--- config.mk ---
export PLATFORM = sky130hd
export DESIGN_NAME = dual_tag_netcache
export DESIGN_NICKNAME = d
export VERILOG_FILES = /design/src/rtl/netc_pkg.sv /design/src/rtl/netc_cam_match.sv /design/src/rtl/netc_victim.sv /design/src/rtl/netc_ltb.sv /design/src/rtl/dual_tag_netcache.sv
export SDC_FILE = /design/constraint.sdc
export NUM_CORES = 2
export LEC_CHECK = 0
export BUFFER_PORTS_ARGS = -buffer_cell sky130_fd_sc_hd__buf_2
export CAP_MARGIN = 0
export CORE_MARGIN = 4
export CORE_UTILIZATION = 45
export DETAILED_ROUTE_END_ITERATION = 16
export MAX_ROUTING_LAYER = met4
export RECOVER_POWER = 100
export SLEW_MARGIN = 20
export SYNTH_ARGS = -nofsm -noshare
export SYNTH_HDL_FRONTEND = slang
export SYNTH_HIERARCHICAL = 1
export SYNTH_SLANG_ARGS = --single-unit
--- constraint.sdc ---
create_clock -name clk -period 7.75 [get_ports clk]
set_clock_uncertainty 0.15 [all_clocks]
set_input_delay 2.325 -clock clk [delete_from_list [all_inputs] [get_ports clk]]
set_output_delay 2.325 -clock clk [all_outputs]
set_load 0.01 [all_outputs]
--- src/rtl/netc_pkg.sv ---
package netc_pkg;
   typedef enum logic [1:0] {
      LS_FREE    = 2'd0,
      LS_UNBOUND = 2'd1,
      LS_BOUND   = 2'd2
   } line_st_e;

   typedef enum logic {
      RM_IDLE = 1'b0,
      RM_WAIT = 1'b1
   } rmp_st_e;
endpackage

--- src/rtl/netc_cam_match.sv ---
module netc_cam_match #(
   parameter int N     = 4,
   parameter int KW    = 8,
   parameter int IDX_W = (N > 1) ? $clog2(N) : 1
) (
   input  logic [N-1:0]         ent_vld,
   input  logic [N-1:0][KW-1:0] ent_key,
   input  logic [KW-1:0]        key,
   output logic                 hit,
   output logic [IDX_W-1:0]     idx
);
   // lowest matching entry wins
   always_comb begin
      hit = 1'b0;
      idx = '0;
      for (int i = N - 1; i >= 0; i--) begin
         if (ent_vld[i] && (ent_key[i] == key)) begin
            hit = 1'b1;
            idx = IDX_W'(i);
         end
      end
   end
endmodule

--- src/rtl/netc_victim.sv ---
module netc_victim #(
   parameter int N     = 4,
   parameter int IDX_W = (N > 1) ? $clog2(N) : 1
) (
   input  logic             clk,
   input  logic             rst_n,
   input  logic             touch,
   input  logic [IDX_W-1:0] touch_idx,
   input  logic [N-1:0]     occ,
   input  logic [N-1:0]     bnd,
   input  logic [IDX_W-1:0] hint_idx,
   output logic             free_any,
   output logic [IDX_W-1:0] free_idx,
   output logic [IDX_W-1:0] vic_idx
);
   // ages form a permutation of 0..N-1; largest = least recently touched
   logic [N-1:0][IDX_W-1:0] age_q;
   logic [IDX_W-1:0]        lru_idx;
   logic [IDX_W-1:0]        lru_age;
   logic                    lru_found;

   always_ff @(posedge clk) begin
      if (!rst_n) begin
         for (int i = 0; i < N; i++) age_q[i] <= IDX_W'(i);
      end else if (touch) begin
         for (int i = 0; i < N; i++) begin
            if (IDX_W'(i) == touch_idx)          age_q[i] <= '0;
            else if (age_q[i] < age_q[touch_idx]) age_q[i] <= age_q[i] + 1'b1;
         end
      end
   end

   always_comb begin
      free_any = 1'b0;
      free_idx = '0;
      for (int i = N - 1; i >= 0; i--) begin
         if (!occ[i]) begin
            free_any = 1'b1;
            free_idx = IDX_W'(i);
         end
      end
   end

   always_comb begin
      lru_found = 1'b0;
      lru_idx   = '0;
      lru_age   = '0;
      for (int i = 0; i < N; i++) begin
         if (bnd[i] && (!lru_found || age_q[i] > lru_age)) begin
            lru_found = 1'b1;
            lru_idx   = IDX_W'(i);
            lru_age   = age_q[i];
         end
      end
      vic_idx = lru_found ? lru_idx : hint_idx;
   end
endmodule

--- src/rtl/netc_ltb.sv ---
module netc_ltb #(
   parameter int DEPTH  = 4,
   parameter int ID_W   = 8,
   parameter int ADDR_W = 16,
   parameter int PTR_W  = (DEPTH > 1) ? $clog2(DEPTH) : 1
) (
   input  logic              clk,
   input  logic              rst_n,
   input  logic              ins_en,
   input  logic [ID_W-1:0]   ins_id,
   input  logic [ADDR_W-1:0] ins_addr,
   input  logic              kill_en,
   input  logic [ID_W-1:0]   kill_id,
   input  logic [ID_W-1:0]   lk_id,
   output logic              lk_hit,
   output logic [ADDR_W-1:0] lk_addr
);
   logic [DEPTH-1:0]             vld_q;
   logic [DEPTH-1:0][ID_W-1:0]   id_q;
   logic [DEPTH-1:0][ADDR_W-1:0] addr_q;
   logic [PTR_W-1:0]             rr_q;
   logic                         lk_any;
   logic [PTR_W-1:0]             lk_idx;
   logic                         same_hit;
   logic [PTR_W-1:0]             same_idx;
   logic                         free_any;
   logic [PTR_W-1:0]             free_idx;
   logic [PTR_W-1:0]             slot;

   netc_cam_match #(.N(DEPTH), .KW(ID_W), .IDX_W(PTR_W)) u_lk (
      .ent_vld(vld_q), .ent_key(id_q), .key(lk_id), .hit(lk_any), .idx(lk_idx));

   netc_cam_match #(.N(DEPTH), .KW(ID_W), .IDX_W(PTR_W)) u_same (
      .ent_vld(vld_q), .ent_key(id_q), .key(ins_id), .hit(same_hit), .idx(same_idx));

   assign lk_hit  = lk_any;
   assign lk_addr = addr_q[lk_idx];

   always_comb begin
      free_any = 1'b0;
      free_idx = '0;
      for (int i = DEPTH - 1; i >= 0; i--) begin
         if (!vld_q[i]) begin
            free_any = 1'b1;
            free_idx = PTR_W'(i);
         end
      end
      slot = same_hit ? same_idx : (free_any ? free_idx : rr_q);
   end

   always_ff @(posedge clk) begin
      if (!rst_n) begin
         vld_q  <= '0;
         id_q   <= '0;
         addr_q <= '0;
         rr_q   <= '0;
      end else begin
         if (kill_en) begin
            for (int i = 0; i < DEPTH; i++)
               if (id_q[i] == kill_id) vld_q[i] <= 1'b0;
         end
         if (ins_en) begin
            vld_q[slot]  <= 1'b1;
            id_q[slot]   <= ins_id;
            addr_q[slot] <= ins_addr;
            if (!same_hit && !free_any)
               rr_q <= (rr_q == PTR_W'(DEPTH - 1)) ? '0 : rr_q + 1'b1;
         end
      end
   end
endmodule

--- src/rtl/dual_tag_netcache.sv ---
module dual_tag_netcache
   import netc_pkg::*;
#(
   parameter int LINES      = 4,
   parameter int LTB_DEPTH  = 4,
   parameter int ADDR_W     = 16,
   parameter int ID_W       = 8,
   parameter int WORD_W     = 16,
   parameter int LINE_WORDS = 2,
   parameter int LEN_W      = 4,
   parameter int LINE_W     = WORD_W * LINE_WORDS,
   parameter int IDX_W      = (LINES > 1) ? $clog2(LINES) : 1
) (
   input  logic              clk,
   input  logic              rst_n,
   input  logic              arr_valid,
   input  logic [ADDR_W-1:0] arr_addr,
   input  logic [ID_W-1:0]   arr_id,
   input  logic [LEN_W-1:0]  arr_len,
   input  logic [LINE_W-1:0] arr_data,
   output logic              arr_err,
   input  logic              net_valid,
   input  logic              net_we,
   input  logic [ADDR_W-1:0] net_addr,
   input  logic [LINE_W-1:0] net_wdata,
   output logic              net_hit,
   output logic [LINE_W-1:0] net_rdata,
   input  logic              proc_valid,
   input  logic              proc_we,
   input  logic [ADDR_W-1:0] proc_addr,
   input  logic [LINE_W-1:0] proc_wdata,
   output logic              proc_hit,
   output logic [LINE_W-1:0] proc_rdata,
   input  logic              rmp_valid,
   output logic              rmp_ready,
   input  logic [ID_W-1:0]   rmp_id,
   input  logic [ADDR_W-1:0] rmp_paddr,
   output logic              rmp_done,
   output logic              rmp_ok,
   input  logic [IDX_W-1:0]  hint_idx,
   output logic              mem_wr_valid,
   output logic [ADDR_W-1:0] mem_wr_addr,
   output logic [LINE_W-1:0] mem_wr_data,
   output logic              mem_rd_req,
   output logic [ADDR_W-1:0] mem_rd_addr,
   input  logic              mem_rd_valid,
   input  logic [LINE_W-1:0] mem_rd_data
);
   localparam int LTB_PTR_W = (LTB_DEPTH > 1) ? $clog2(LTB_DEPTH) : 1;

   // elaboration-time parameter checks
   if (LINES < 2)       begin : g_bad_lines $error("LINES must be at least 2"); end
   if (LTB_DEPTH < 1)   begin : g_bad_ltb   $error("LTB_DEPTH must be at least 1"); end
   if ((1 << LEN_W) <= LINE_WORDS) begin : g_bad_len $error("LEN_W too narrow"); end
   if (LINE_W != WORD_W * LINE_WORDS) begin : g_bad_lw $error("LINE_W mismatch"); end

   line_st_e                      st_q [LINES];
   logic [LINES-1:0][ADDR_W-1:0]  ntag_q;
   logic [LINES-1:0][ADDR_W-1:0]  ptag_q;
   logic [LINES-1:0][ID_W-1:0]    id_q;
   logic [LINES-1:0][LINE_W-1:0]  data_q;
   rmp_st_e                       rm_q;
   logic [ADDR_W-1:0]             pend_paddr_q;
   logic [ID_W-1:0]               pend_id_q;

   logic [LINES-1:0] occ, unb, bnd;

   for (genvar g = 0; g < LINES; g++) begin : g_state
      assign occ[g] = (st_q[g] != LS_FREE);
      assign unb[g] = (st_q[g] == LS_UNBOUND);
      assign bnd[g] = (st_q[g] == LS_BOUND);
   end

   // associative searches, one per tag kind
   logic             net_hit_c, proc_hit_c, id_hit;
   logic [IDX_W-1:0] net_idx, proc_idx, id_idx;

   netc_cam_match #(.N(LINES), .KW(ADDR_W), .IDX_W(IDX_W)) u_net_cam (
      .ent_vld(unb), .ent_key(ntag_q), .key(net_addr), .hit(net_hit_c), .idx(net_idx));
   netc_cam_match #(.N(LINES), .KW(ADDR_W), .IDX_W(IDX_W)) u_proc_cam (
      .ent_vld(bnd), .ent_key(ptag_q), .key(proc_addr), .hit(proc_hit_c), .idx(proc_idx));
   netc_cam_match #(.N(LINES), .KW(ID_W), .IDX_W(IDX_W)) u_id_cam (
      .ent_vld(unb), .ent_key(id_q), .key(rmp_id), .hit(id_hit), .idx(id_idx));

   // command arbitration: refill > arrival > remap > network > process
   logic refill_fire, arr_go, arr_ok, rmp_go, net_go, proc_go;

   assign rmp_ready   = (rm_q == RM_IDLE);
   assign refill_fire = (rm_q == RM_WAIT) && mem_rd_valid;
   assign arr_go      = arr_valid && !refill_fire;
   assign arr_ok      = arr_go && (arr_len <= LEN_W'(LINE_WORDS));
   assign rmp_go      = rmp_valid && rmp_ready && !refill_fire && !arr_valid;
   assign net_go      = net_valid && !refill_fire && !arr_valid && !(rmp_valid && rmp_ready);
   assign proc_go     = proc_valid && !refill_fire && !arr_valid &&
                        !(rmp_valid && rmp_ready) && !net_valid;

   // allocation and replacement
   logic             need_line, free_any, evict;
   logic [IDX_W-1:0] free_idx, vic_idx, alloc_idx;
   logic             touch;
   logic [IDX_W-1:0] touch_idx;

   assign need_line = arr_ok || refill_fire;
   assign alloc_idx = free_any ? free_idx : vic_idx;
   assign evict     = need_line && !free_any;

   always_comb begin
      touch     = 1'b1;
      touch_idx = alloc_idx;
      if (need_line)                   touch_idx = alloc_idx;
      else if (rmp_go && id_hit)       touch_idx = id_idx;
      else if (net_go && net_hit_c)    touch_idx = net_idx;
      else if (proc_go && proc_hit_c)  touch_idx = proc_idx;
      else                             touch     = 1'b0;
   end

   netc_victim #(.N(LINES), .IDX_W(IDX_W)) u_victim (
      .clk(clk), .rst_n(rst_n), .touch(touch), .touch_idx(touch_idx),
      .occ(occ), .bnd(bnd), .hint_idx(hint_idx),
      .free_any(free_any), .free_idx(free_idx), .vic_idx(vic_idx));

   // link translation buffer for evicted unbound lines
   logic              ltb_ins, ltb_kill, ltb_hit;
   logic [ID_W-1:0]   ltb_kill_id;
   logic [ADDR_W-1:0] ltb_addr;

   assign ltb_ins     = evict && unb[alloc_idx];
   assign ltb_kill    = (rmp_go && id_hit) || refill_fire;
   assign ltb_kill_id = refill_fire ? pend_id_q : rmp_id;

   netc_ltb #(.DEPTH(LTB_DEPTH), .ID_W(ID_W), .ADDR_W(ADDR_W), .PTR_W(LTB_PTR_W)) u_ltb (
      .clk(clk), .rst_n(rst_n),
      .ins_en(ltb_ins), .ins_id(id_q[alloc_idx]), .ins_addr(ntag_q[alloc_idx]),
      .kill_en(ltb_kill), .kill_id(ltb_kill_id),
      .lk_id(rmp_id), .lk_hit(ltb_hit), .lk_addr(ltb_addr));

   always_ff @(posedge clk) begin
      if (!rst_n) begin
         for (int i = 0; i < LINES; i++) st_q[i] <= LS_FREE;
         ntag_q       <= '0;
         ptag_q       <= '0;
         id_q         <= '0;
         data_q       <= '0;
         rm_q         <= RM_IDLE;
         pend_paddr_q <= '0;
         pend_id_q    <= '0;
         arr_err      <= 1'b0;
         net_hit      <= 1'b0;
         net_rdata    <= '0;
         proc_hit     <= 1'b0;
         proc_rdata   <= '0;
         rmp_done     <= 1'b0;
         rmp_ok       <= 1'b0;
         mem_wr_valid <= 1'b0;
         mem_wr_addr  <= '0;
         mem_wr_data  <= '0;
         mem_rd_req   <= 1'b0;
         mem_rd_addr  <= '0;
      end else begin
         arr_err      <= 1'b0;
         net_hit      <= 1'b0;
         proc_hit     <= 1'b0;
         rmp_done     <= 1'b0;
         rmp_ok       <= 1'b0;
         mem_wr_valid <= 1'b0;
         mem_rd_req   <= 1'b0;

         if (evict) begin
            mem_wr_valid <= 1'b1;
            mem_wr_addr  <= bnd[alloc_idx] ? ptag_q[alloc_idx] : ntag_q[alloc_idx];
            mem_wr_data  <= data_q[alloc_idx];
         end

         if (refill_fire) begin
            st_q[alloc_idx]   <= LS_BOUND;
            ptag_q[alloc_idx] <= pend_paddr_q;
            data_q[alloc_idx] <= mem_rd_data;
            rmp_done          <= 1'b1;
            rmp_ok            <= 1'b1;
            rm_q              <= RM_IDLE;
         end else if (arr_go) begin
            if (!arr_ok) begin
               arr_err <= 1'b1;
            end else begin
               st_q[alloc_idx]   <= LS_UNBOUND;
               ntag_q[alloc_idx] <= arr_addr;
               id_q[alloc_idx]   <= arr_id;
               data_q[alloc_idx] <= arr_data;
            end
         end else if (rmp_go) begin
            if (id_hit) begin
               st_q[id_idx]   <= LS_BOUND;
               ptag_q[id_idx] <= rmp_paddr;
               rmp_done       <= 1'b1;
               rmp_ok         <= 1'b1;
            end else if (ltb_hit) begin
               mem_rd_req   <= 1'b1;
               mem_rd_addr  <= ltb_addr;
               pend_paddr_q <= rmp_paddr;
               pend_id_q    <= rmp_id;
               rm_q         <= RM_WAIT;
            end else begin
               rmp_done <= 1'b1;
            end
         end else if (net_go) begin
            if (net_hit_c) begin
               net_hit   <= 1'b1;
               net_rdata <= net_we ? net_wdata : data_q[net_idx];
               if (net_we) data_q[net_idx] <= net_wdata;
            end
         end else if (proc_go) begin
            if (proc_hit_c) begin
               proc_hit   <= 1'b1;
               proc_rdata <= proc_we ? proc_wdata : data_q[proc_idx];
               if (proc_we) data_q[proc_idx] <= proc_wdata;
            end
         end
      end
   end
endmodule

After elaboration in Yosys (flattened, before gate mapping) --
Memories as Yosys holds them, arrays and structs flattened. Cells that the tools add are included. W data, S select, Z words.
Storage, ports and cells: register bits after elaboration 558, latch bits 0, memory bits (writable) 8, ROM bits 0, bits of input ports 223, output and inout bits 136, logic and storage cells 410, memories 1
Memory list:
- st_q | words 4, width 2, rd ports 4, clocked after Yosys merged registers in 0, wr ports 4, line dual_tag_netcache.sv:57 | line_st_e st_q [LINES];
Operators by class: $add $sub $neg 5, multiply operators 0, divide/modulo/power cells 0, order comparisons 20, equality and inequality tests 41, shift operators 0, muxes and demuxes 193, bitwise operators 10, reductions and logical operators 95
Operators by type and width (number):
- $mux W128 | 10
- $bwmux W128 | 4
- $bwmux W64 | 4
- $mux W32 | 8
- $mux W64 | 4
- $bmux W32 S2 | 3
- $demux W32 S2 | 3
- $eq A16 B16 Y1 | 8
- $eq A8 B8 Y1 | 16
- $mux W16 | 7
- $mux W2 | 56
- $bmux W16 S2 | 3
- $demux W16 S2 | 3
- $mux W1 | 72
- $bwmux W32 | 2
- $logic_and A1 B1 Y1 | 47
- $demux W8 S2 | 2
- $mux W8 | 4
- $lt A2 B3 Y1 const B | 7
- $reduce_bool A2 Y1 | 10
- $bmux W8 S2 | 1
- $mux W4 | 3
- $reduce_bool A4 Y1 | 3
- $add A2 B1 Y2 const B | 5
- 31 further kinds | 79

Depth between registers and ports, before layout --
An unclocked memory read counts as a cell.
depth after elaboration 32, depth in mapped cells 32, gate-level depth less buffers 28

Cells and area by module --
The synthesis kept the hierarchy.
By module, submodules not included:
- dual_tag_netcache | times used 1, cells each 2566, area each 24010.5 µm², seq. area each 9208.8 µm²
- netc_ltb | times used 1, cells each 482, area each 4729.5 µm², seq. area each 2042.0 µm²
- netc_cam_match at u_net_cam ... | times used 2, cells each 95, area each 779.5 µm², seq. area each 0.0 µm²
- netc_cam_match at u_id_cam ... | times used 3, cells each 54, area each 417.9 µm², seq. area each 0.0 µm²
- netc_victim | times used 1, cells each 98, area each 803.3 µm², seq. area each 160.2 µm²

Worst setup path after synthesis --
Ideal clock, no wire load.
kind register -> register, start point mem st_q[0][0] (netlist name), end point reg u_ltb/addr_q[32] (netlist name), library setup time 0.072 ns, arrival 6.692 ns, data required time 7.528 ns, setup slack 0.837 ns, stages on the path, launching flop included 32, buffers on the path 4, period minus slack after synthesis 6.913 ns, cells stage by stage edfxtp_1 -> nor2b_1 -> nand2_1 -> ha_1 -> nor2b_1 -> o311a_1 -> a22o_1 -> ha_1 -> nor2b_1 -> a2bb2oi_1 -> o21a_1 -> mux2_2 -> ha_1 -> a21o_1 -> a21oi_1 -> o22ai_1 -> nor2b_2 -> a21oi_1 -> buf_4 -> buf_4 -> mux4_2 -> clkbuf_1 -> xnor2_1 -> nand2_1 -> nor3_1 -> nor2_1 -> nand2_1 -> nand3b_1 -> a211oi_1 -> o21ai_2 -> buf_4 -> mux2i_1
RTL lines:
- from (decl) | line dual_tag_netcache.sv:57
- to (signal, indexed assignment) | line netc_ltb.sv:65 | addr_q[slot] <= ins_addr;
- to (decl) | line netc_ltb.sv:20 | logic [DEPTH-1:0][ADDR_W-1:0] addr_q;

Worst setup path after layout --
start point in arr_valid, end point reg data_q[114] (netlist name)
On the way: word-level cells in the longest chain between the ends 7, elaborated cells on any way between the ends 21, those cells by class eq/ne (4); mux (4); reduce/logical (13)
RTL lines:
- from (decl) | line dual_tag_netcache.sv:16 | input logic arr_valid,
- $logic_not A1 Y1 | line dual_tag_netcache.sv:92, dual_tag_netcache.sv:93, dual_tag_netcache.sv:94
- $logic_and A1 B1 Y1 (2 in series) | line dual_tag_netcache.sv:93 | assign net_go = net_valid && !refill_fire && !arr_valid && !(rmp_valid && rmp_ready);
- $mux W128 | line dual_tag_netcache.sv:205 | end else if (net_go) begin
- $mux W128 | line dual_tag_netcache.sv:190 | end else if (rmp_go) begin
- $mux W128 | line dual_tag_netcache.sv:181 | end else if (arr_go) begin
- $mux W128 | line dual_tag_netcache.sv:174 | if (refill_fire) begin
- to (signal, indexed assignment) | line dual_tag_netcache.sv:177 | data_q[alloc_idx] <= mem_rd_data;
- to (signal, indexed assignment) | line dual_tag_netcache.sv:188 | data_q[alloc_idx] <= arr_data;
- to (signal, indexed assignment) | line dual_tag_netcache.sv:209 | if (net_we) data_q[net_idx] <= net_wdata;
- to (decl) | line dual_tag_netcache.sv:61 | logic [LINES-1:0][LINE_W-1:0] data_q;
Parallel ways exist; a longest one is shown, timed or not. The select of a mux whose other input is x is not followed. A chain may end at the register's enable or synchronous reset.

==> impl_metrics.py <==
metrics = {
    "run_status": {
        "status": "finished, violations left",
        "violations": "max-capacitance violations, max-slew violations",
    },
    "detailed_routing": {
        "drc": 0,
        "wl_per_cell_um": 26.0,
        "ant_nets": 0,
        "drtPass1Iterations": 6,
        "wl_um": 122000,
        "drt-initial-drc-count": 3325,
        "vias": 29600,
        "viasPerCell": 6.30,
    },
    "layout": {
        "area_delta_synth_final_pct": 12.2,
        "drive_gt1_share_pct": 18.0,
        "nets": 3918,
    },
    "synth": {
        "synth_top_area_share_pct": 34.5,
        "ys_async_sr_fraction_pct": 0,
        "yosysWarnings": 6,
        "synth_common_cells": "nand2_1 (571), dfxtp_1 (558), a21oi_1 (330)",
        "syn_nets": 3732,
        "synth_edf_count": 8,
        "ys_ff_latch": 566,
        "ys.flop_type": "dfxtp_1",
        "yosys.area.top_type": "dfxtp_1",
        "postSynthAreaPerCell_sq_um": 9.25,
        "synth.area.top_cells": "dfxtp_1 (35%), mux4_2 (11%), nand2_1 (6.6%)",
        "synth_area_sq_um": 32400,
        "synth.most_common_cell": "nand2_1",
        "synth_cell_types": 93,
        "synthCells": 3498,
        "ys_seq_area_share_pct": 35.3,
    },
    "sta": {
        "tightest_slew_ns": 3.33,
        "maxSlewHeadroom_pct": -122,
        "hold_viol_final": 0,
        "timing.fmax_mhz": 131,
        "fin_crit_sh_pct": 98.7,
        "rsz0062_at_grt": "false",
        "holdWs_ns": 0.302,
        "final_max_slew_viol_count": 344,
        "setup_tns_ns": 0,
        "setup_viol": 0,
        "period_needed_ns": 7.65,
    },
    "worst_hold_path": {
        "hp-start": "mem_rd_addr[4]$_SDFFE_PN0P_",
        "hold_end": "mem_rd_addr[4]$_SDFFE_PN0P_",
        "hold_class": "reg2reg",
        "whs_path_depth": 2,
    },
    "die": {
        "die_w_um": 276,
        "num_io_pins": 359,
        "start_util_pct": 45.3,
        "core_sq_um": 71400,
        "num_rows": 98,
        "die_area_sq_um": 76300,
        "die_y_um": 276,
    },
    "critical_path": {
        "critPathLaunch": "arr_valid",
        "cp_data_required_time_ns": 8.10,
        "worstSetupPathType": "in2reg",
        "cp-end-kind": "register",
        "rr_worst_depth": 23,
        "timing.reg2reg.setup_slack_ns": 0.47,
        "cp_data_arrival_time_ns": 8.00,
        "path_cells": "clkbuf_1 -> a21boi_0 -> clkbuf_1 -> a21oi_1 -> o311a_2 -> clkbuf_4 -> and2_2 -> buf_6 -> a211oi_1",
        "slowest_stage": "clkbuf_1",
        "crit_path_max_incr_delay_ns": 1.46,
        "r2r-end": "mem_wr_addr[15]$_SDFFE_PN0P_",
        "worstPathMaxFanout": 68,
        "r2r_start": "st_q[0][0]$_SDFFCE_PN0P_",
        "worst_setup_path_start_kind": "input port",
        "cp_common_cell": "clkbuf_1",
    },
    "clocking": {
        "cts_root_buf": "clkbuf_16",
        "worstSkewPairLatency_ns": 0.62,
        "clock_sinks": 566,
        "path_clk_slew_ns": 0.06,
        "clock_path_buffers": 3,
        "cts_tree": "built",
        "ctsHtreeMaxLevel": 3,
        "cts_buffers": 68,
    },
    "grt": {
        "grt_start_max_net_pins": 135,
        "grt_pass1_vias": 28400,
        "groute.usage.overall_pct": 31.3,
        "grt_antenna_before_repair": 16,
        "overflow": 0,
        "grt_pass1_wl_um": 182000,
    },
    "place": {
        "dp_hpwl_um": 79300,
        "port-buffer-count": 358,
        "place.gp.congestion": 0.936,
    },
    "power_and_ir_drop": {
        "power_leakage_nw": 11.8,
        "p_per_area_nw_per_um2": 198,
        "ir_drop_v": 0.000158,
    },
    "run": {
        "max-cap-violations": 11,
    },
}
## layout make-up
cell class              instances  area [sq um]
fillers                      6833         35100
flip-flops and latches        566         11400
inverters                      20          82.6
repair buffers                439          2240
clock buffers                 104          2100
well taps                     950          1190
diodes                         14          35.0
multi-input cells            2589         19000
clock inverters                18           206
## worst max-delay path, delay by kind of cell
family | cells | cell delay [ns]
buffers and inverters | 4 | 3.29
AOI/OAI and AO/OA | 4 | 1.96
and+or+nand+nor | 1 | 0.38
## sequential cells by signal (all words and copies together), names as in the netlist, 2 cells and up
name,count
u_victim/age_q,8
u_ltb/id_q,32
u_ltb/addr_q,64
pend_paddr_q,16
data_q,128
proc_rdata,32
mem_rd_addr,16
net_rdata,32
st_q,8
mem_wr_data,32
u_ltb/rr_q,2
ptag_q,64
ntag_q,64
pend_id_q,8
u_ltb/vld_q,4
mem_wr_addr,16
id_q,32
## worst max-delay path by stage
stage          cells past startpoint                            end
2_1_floorplan                     31  u_ltb/addr_q[32]$_SDFFE_PN0P_
3_3_place_gp                      28  u_ltb/addr_q[56]$_SDFFE_PN0P_
3_5_place_dp                      28   u_ltb/addr_q[1]$_SDFFE_PN0P_
4_1_cts                           28   u_ltb/addr_q[7]$_SDFFE_PN0P_
5_1_grt                            9       data_q[121]$_SDFFE_PN0P_
6_report                           9       data_q[114]$_SDFFE_PN0P_
## through the flow
step / total power [mW] / util [%] / worst slack, ns / std cells / area [sq um]
finish: 7.19 / 50.9 / 0.104 / 4700 / 36300
global route: 7.39 / 50.9 / 0.0291 / 4699 / 36300
CTS: 7.23 / 51.7 / 0.311 / 4683 / 36900
detailed placement: 3.94 / 48.5 / 0.324 / 4561 / 34600
global placement: 3.93 / 48.5 / 0.495 / 4561 / 34600
floorplan: 3.63 / - / 0.837 / 3498 / 32400
## repair_timing
| action | CTS | global route |
|---|---|---|
| setup buffers | 0 | 3 |
| resized for setup | 0 | 2 |
| hold buffers | 0 | 0 |
| endpoints found under the setup margin | 0 | 61 |
## metal layers
layer | GRT usage, % | wire length, um | vias to the layer above | share of wire (%)
li1 | - | - | 13300 | -
met1 | 39.0 | 49300 | 14300 | 40
met2 | 50.8 | 58000 | 1579 | 47
met3 | 6.09 | 9960 | 365 | 8.1
met4 | 11.4 | 5030 | 0 | 4.1
met5 | - | 0 | - | 0
## cells by family after synthesis
| logic type | after synthesis | share of synthesized area [%] |
|---|---|---|
| xor gates and xnor gates | 256 | 6.93 |
| DFF | 566 | 35.3 |
| muxes | 283 | 14.8 |
| adders and majority gates | 11 | 0.425 |
| and+or+nand+nor | 1080 | 14.8 |
| buffers and inverters | 343 | 5.25 |
| AOI/OAI and AO/OA | 959 | 22.6 |
## cells in the final DEF, fill, tap and decap left out, drive strengths merged, types with 5 or more instances in the layout
| master | instances |
|---|---|
| clkinv | 12 |
| edfxtp | 8 |
| clkbuf | 261 |
| diode | 14 |
| nand2b | 13 |
| ha | 11 |
| a22oi | 33 |
| a221oi | 125 |
| nor3b | 9 |
| nand2 | 571 |
| nand4 | 42 |
| nor2b | 24 |
| xnor2 | 198 |
| a211oi | 227 |
| nor2 | 289 |
| dfxtp | 558 |
| and3 | 5 |
| a21boi | 31 |
| a32o | 6 |
| or2 | 7 |
| and2 | 14 |
| o21ai | 52 |
| inv | 20 |
| mux4 | 154 |
| mux2i | 126 |
| buf | 282 |
| nor4 | 20 |
| xor2 | 58 |
| a311oi | 33 |
| o311a | 6 |
| nor3 | 26 |
| o211ai | 6 |
| a32oi | 67 |
| a21oi | 333 |
| nand3 | 48 |
## where the power goes
group / total [mW] / switching [mW] / internal (mW)
sequential: 3.02 / 0.0507 / 2.97
combinational: 0.854 / 0.543 / 0.310
clock: 3.32 / 1.32 / 2.00
total: 7.19 / 1.91 / 5.28
(Power assumes the default switching activity.)
